## src/rtl/updn_pkg.sv

```systemverilog
`timescale 1ns/1ps
package updn_pkg;
    typedef enum logic [1:0] {
        STEP_HOLD = 2'd0,
        STEP_LOAD = 2'd1,
        STEP_INC  = 2'd2,
        STEP_DEC  = 2'd3
    } step_e;
endpackage

```

## src/rtl/updn_mode_dec.sv

```systemverilog
`timescale 1ns/1ps
module updn_mode_dec
    import updn_pkg::*;
(
    input  logic  ld_n,
    input  logic  en_loc_n,
    input  logic  en_chn_n,
    input  logic  up,
    output step_e step
);
    always_comb begin
        if (!ld_n) begin
            step = STEP_LOAD;
        end else if (en_loc_n || en_chn_n) begin
            step = STEP_HOLD;
        end else if (up) begin
            step = STEP_INC;
        end else begin
            step = STEP_DEC;
        end
    end
endmodule

```

## src/rtl/updn_next.sv

```systemverilog
`timescale 1ns/1ps
module updn_next
    import updn_pkg::*;
#(
    parameter int W = 4
) (
    input  step_e          step,
    input  logic [W-1:0]   cur,
    input  logic [W-1:0]   din,
    output logic [W-1:0]   nxt
);
    localparam logic [W-1:0] ONE = {{(W-1){1'b0}}, 1'b1};

    always_comb begin
        unique case (step)
            STEP_LOAD: nxt = din;
            STEP_INC:  nxt = cur + ONE;
            STEP_DEC:  nxt = cur - ONE;
            default:   nxt = cur;
        endcase
    end
endmodule

```

## src/rtl/updn_carry.sv

```systemverilog
`timescale 1ns/1ps
module updn_carry #(
    parameter int W = 4
) (
    input  logic [W-1:0] cur,
    input  logic         up,
    input  logic         en_chn_n,
    output logic         rc_n
);
    logic at_top;
    logic at_bot;

    always_comb begin
        at_top = &cur;
        at_bot = ~|cur;
        rc_n   = !(!en_chn_n && (up ? at_top : at_bot));
    end
endmodule

```

## src/rtl/updn_stage.sv

```systemverilog
`timescale 1ns/1ps
module updn_stage
    import updn_pkg::*;
#(
    parameter int W = 4
) (
    input  logic         clk,
    input  logic         ld_n,
    input  logic         en_loc_n,
    input  logic         en_chn_n,
    input  logic         up,
    input  logic [W-1:0] din,
    output logic [W-1:0] q,
    output logic         rc_n
);
    typedef struct packed {
        logic [W-1:0] count;
    } stage_t;

    stage_t       st_d;
    stage_t       st_q;
    step_e        step;
    logic [W-1:0] nxt;

    updn_mode_dec u_dec (
        .ld_n     (ld_n),
        .en_loc_n (en_loc_n),
        .en_chn_n (en_chn_n),
        .up       (up),
        .step     (step)
    );

    updn_next #(.W(W)) u_next (
        .step (step),
        .cur  (st_q.count),
        .din  (din),
        .nxt  (nxt)
    );

    updn_carry #(.W(W)) u_carry (
        .cur      (st_q.count),
        .up       (up),
        .en_chn_n (en_chn_n),
        .rc_n     (rc_n)
    );

    always_comb begin
        st_d       = st_q;
        st_d.count = nxt;
    end

    always_ff @(posedge clk) begin
        st_q <= st_d;
    end

    assign q = st_q.count;
endmodule

```

## config.mk

```make
export PLATFORM = sky130hd
export DESIGN_NAME = updn_stage
export DESIGN_NICKNAME = d
export VERILOG_FILES = /design/src/rtl/updn_pkg.sv /design/src/rtl/updn_mode_dec.sv /design/src/rtl/updn_next.sv /design/src/rtl/updn_carry.sv /design/src/rtl/updn_stage.sv
export SDC_FILE = /design/constraint.sdc
export NUM_CORES = 1
export LEC_CHECK = 0
export BUFFER_PORTS_ARGS = -buffer_cell sky130_fd_sc_hd__buf_2
export CELL_PAD_IN_SITES_DETAIL_PLACEMENT = 0
export CELL_PAD_IN_SITES_GLOBAL_PLACEMENT = 1
export CORE_AREA = 2 2 39 41
export DETAILED_ROUTE_END_ITERATION = 16
export DIE_AREA = 0 0 41 43
export MAX_ROUTING_LAYER = met4
export PLACE_DENSITY = 0.61
export SETUP_SLACK_MARGIN = 0.02
export SYNTH_ARGS = -nofsm -noshare
export SYNTH_HDL_FRONTEND = slang
export SYNTH_SLANG_ARGS = --single-unit
```

## constraint.sdc

```tcl
create_clock -name clk -period 1.75 [get_ports clk]
set_input_delay 0 -clock clk [delete_from_list [all_inputs] [get_ports clk]]
set_output_delay 0 -clock clk [all_outputs]
set_load 0.03 [all_outputs]
```

==> out/results.ini <==
[yosys]
synth_sequential_area_ratio_pct=41.7
synth_area_sq_um=288
ys_types=18
synth_nets=40
yosysWarnings=0
avgSynthCellArea_sq_um=9.59
yosys_register_bits=4
syn_inst=30

[pwr]
power.density_nw_per_um2=741
power_leakage_uw=0.000196
ir_drop_mv=0.332
total_power_uw=322

[cells_and_area]
regArea_sq_um=120
areaGrowthSynthToFinish_pct=50.9
antenna_cells=0
largest_register_ffs=4
nNetsFinal=61
n_fill_cell=146
final_area_sq_um=434
final_cell_count_no_fill=65
multi_input_area_sq_um=166
drive_gt1_share_pct=49.0

[setup_path]
endpoint=rc_n
worstReg2RegEnd=q[2]
cp_max_fo=3
rr_worst_depth=5
crit_path_start_kind=register
critPathArrivalTime_ns=1.66
worstSetupPathType=register to output port
path_cells=buf_6 -> or4_4 -> mux2i_1 -> nand2b_1 -> buf_6
rr_startpoint=q[1]
crit_buf_inv=2
crit_start=q[1]
critPathRequiredTime_ns=1.75
crit_family=simple AND/OR/NAND/NOR gates
path_depth=5
path_common_cell=buf_6
reg2reg_slack_ns=0.18
critPathCaptureType=output port
slowest_stage=or4_4
max_stage_delay_ns=0.51

[placed_design]
dp.cells=61
dpl_cell_area_sq_um=394
numPortBuffers=13
gp_congestion=0.660

[route]
wire_per_inst_um=10.3
final_antenna_net_count=0
dr.pass1.iters=1
drt-total-wl_um=671
num_vias=296
drtIter0Drc=0
vias_per_cell=4.55
drc_errors=0

[timing]
finalHoldViolCount=0
finalSetupTns_ns=0
hold_ws_ns=0.0318
worst_pin_slew_ns=0.652
clock_skew_ns=0.00814
maxSlewViolCount=0
max_slew_margin_pct=56.1
period_minus_slack_ns=1.66
max_freq_mhz=602
rsz0062_at_grt=false
setup_viol=0
min_period_over_period_pct=94.9

[clocking]
cts.clk_slew.worst_paths_ns=0.03
cts_htree_levels=1
insertion_delay_ns=0.24
cts-root-buf=clkbuf_4
clk_path_buf_depth=2
hold_buffers=0
tritoncts=yes
clock-sinks=4
cts_made_buffers=3

[hold_path]
min_path_type=input port to register

[die]
chipWidth_um=41
initial_core_util_pct=20.8
die_h_um=43
rows=14
ios=14
fp.coreArea_sq_um=1380
die_area_sq_um=1760

[global_route]
overflow=0
grtUsageTotal_pct=9.69
antenna_found_initial=0
grt_max_degree=8
grt_pass1_wl_mm=1.01
grt_pass1_vias=261

[job]
drv_cap=0

[outcome]
status=finished clean

## cell usage after synthesis
library cell / n / area [sq um]
nand2_1: 7 / 26.3
edfxtp_1: 4 / 120
nand4_1: 3 / 18.8
o21ai_0: 2 / 10.0
a211o_1: 1 / 8.76
a211o_2: 1 / 10.0
clkbuf_1: 1 / 3.75
ha_1: 1 / 12.5
mux2i_1: 1 / 10.0
nand2b_1: 1 / 6.26
nand3_1: 1 / 5.00
nand3_2: 1 / 10.0
nor2_1: 1 / 3.75
nor3b_1: 1 / 7.51
or3_1: 1 / 6.26
or3b_1: 1 / 8.76
or4_4: 1 / 11.3
xor2_1: 1 / 8.76
## what timing repair did
item / 4_1_cts / 5_1_grt
hold endpoints to repair: 0 / 0
buffers inserted: 0 / 1
setup endpoints to repair: 0 / 1
resized for setup: 0 / 4
## worst register-to-register path, cell delays in order, from the launching register on
cell and delay, ns:
edfxtp_1 0.41, xor2_1 0.17, ha_2 0.17, or3_1 0.32, a211o_2 0.30, nand3_1 0.08
## per-stage QoR
step                setup WS, ns  util (%)
floorplan                0.00638         -
CTS                       0.0537      30.1
finish                    0.0893      31.4
global route              0.0218      31.4
global placement          0.0388      28.5
detailed placement        0.0157      28.5
## placed cells by master, fill, tap and decap left out, drive strengths merged
cell type	netlist	final
or3b	1	1
o21ai	2	2
nand4	3	3
or4	1	1
clkbuf	1	3
nand3	2	2
nand2b	1	1
xor2	1	1
buf	0	17
ha	1	1
a211o	2	2
nor3b	1	1
nand2	7	7
or3	1	1
mux2i	1	1
nor2	1	1
edfxtp	4	4
## final cells by class
cell class	instances	area share (%)
Tap cell	16	4.61
Multi-Input combinational cell	25	38.3
Clock buffer	3	5.19
Timing Repair Buffer	17	24.2
Sequential cell	4	27.7
## routing by layer
metal	part of all wire [%]	track usage, %	up-vias
li1	-	-	155
met1	42	8.74	131
met2	49	14.4	10
met3	9.2	9.42	0
met4	0	2.00	0
met5	0	-	-
## power breakdown
group | switching (uW) | internal (uW) | total (uW)
Combinational | 43.5 | 34.5 | 78.0
Clock | 40.9 | 76.9 | 118
Sequential | 8.92 | 117 | 126
Total | 93.3 | 229 | 322
## how the worst min path moves through the flow
stage | cells past startpoint | slack, ns | end | from
final | 3 | 0.03 | q[1] | din[1]
after global routing | 3 | 0.03 | q[1] | din[1]
after CTS | 3 | 0.03 | q[1] | din[1]
after detailed placement | 3 | 0.27 | q[1] | din[1]
after global placement | 3 | 0.26 | q[1] | din[1]
after floorplan | 2 | 0.18 | q[1] | din[1]
## logic make-up after synthesis
logic type | after synthesis | synth area share [%]
compound gates | 4 | 10.0
xor+xnor | 1 | 3.04
fa+ha+maj | 1 | 4.35
buf+inv | 1 | 1.30
flops | 4 | 41.7
mux | 1 | 3.48
simple gates | 18 | 36.1
No activity file was read; power rests on OpenSTA's default activity.
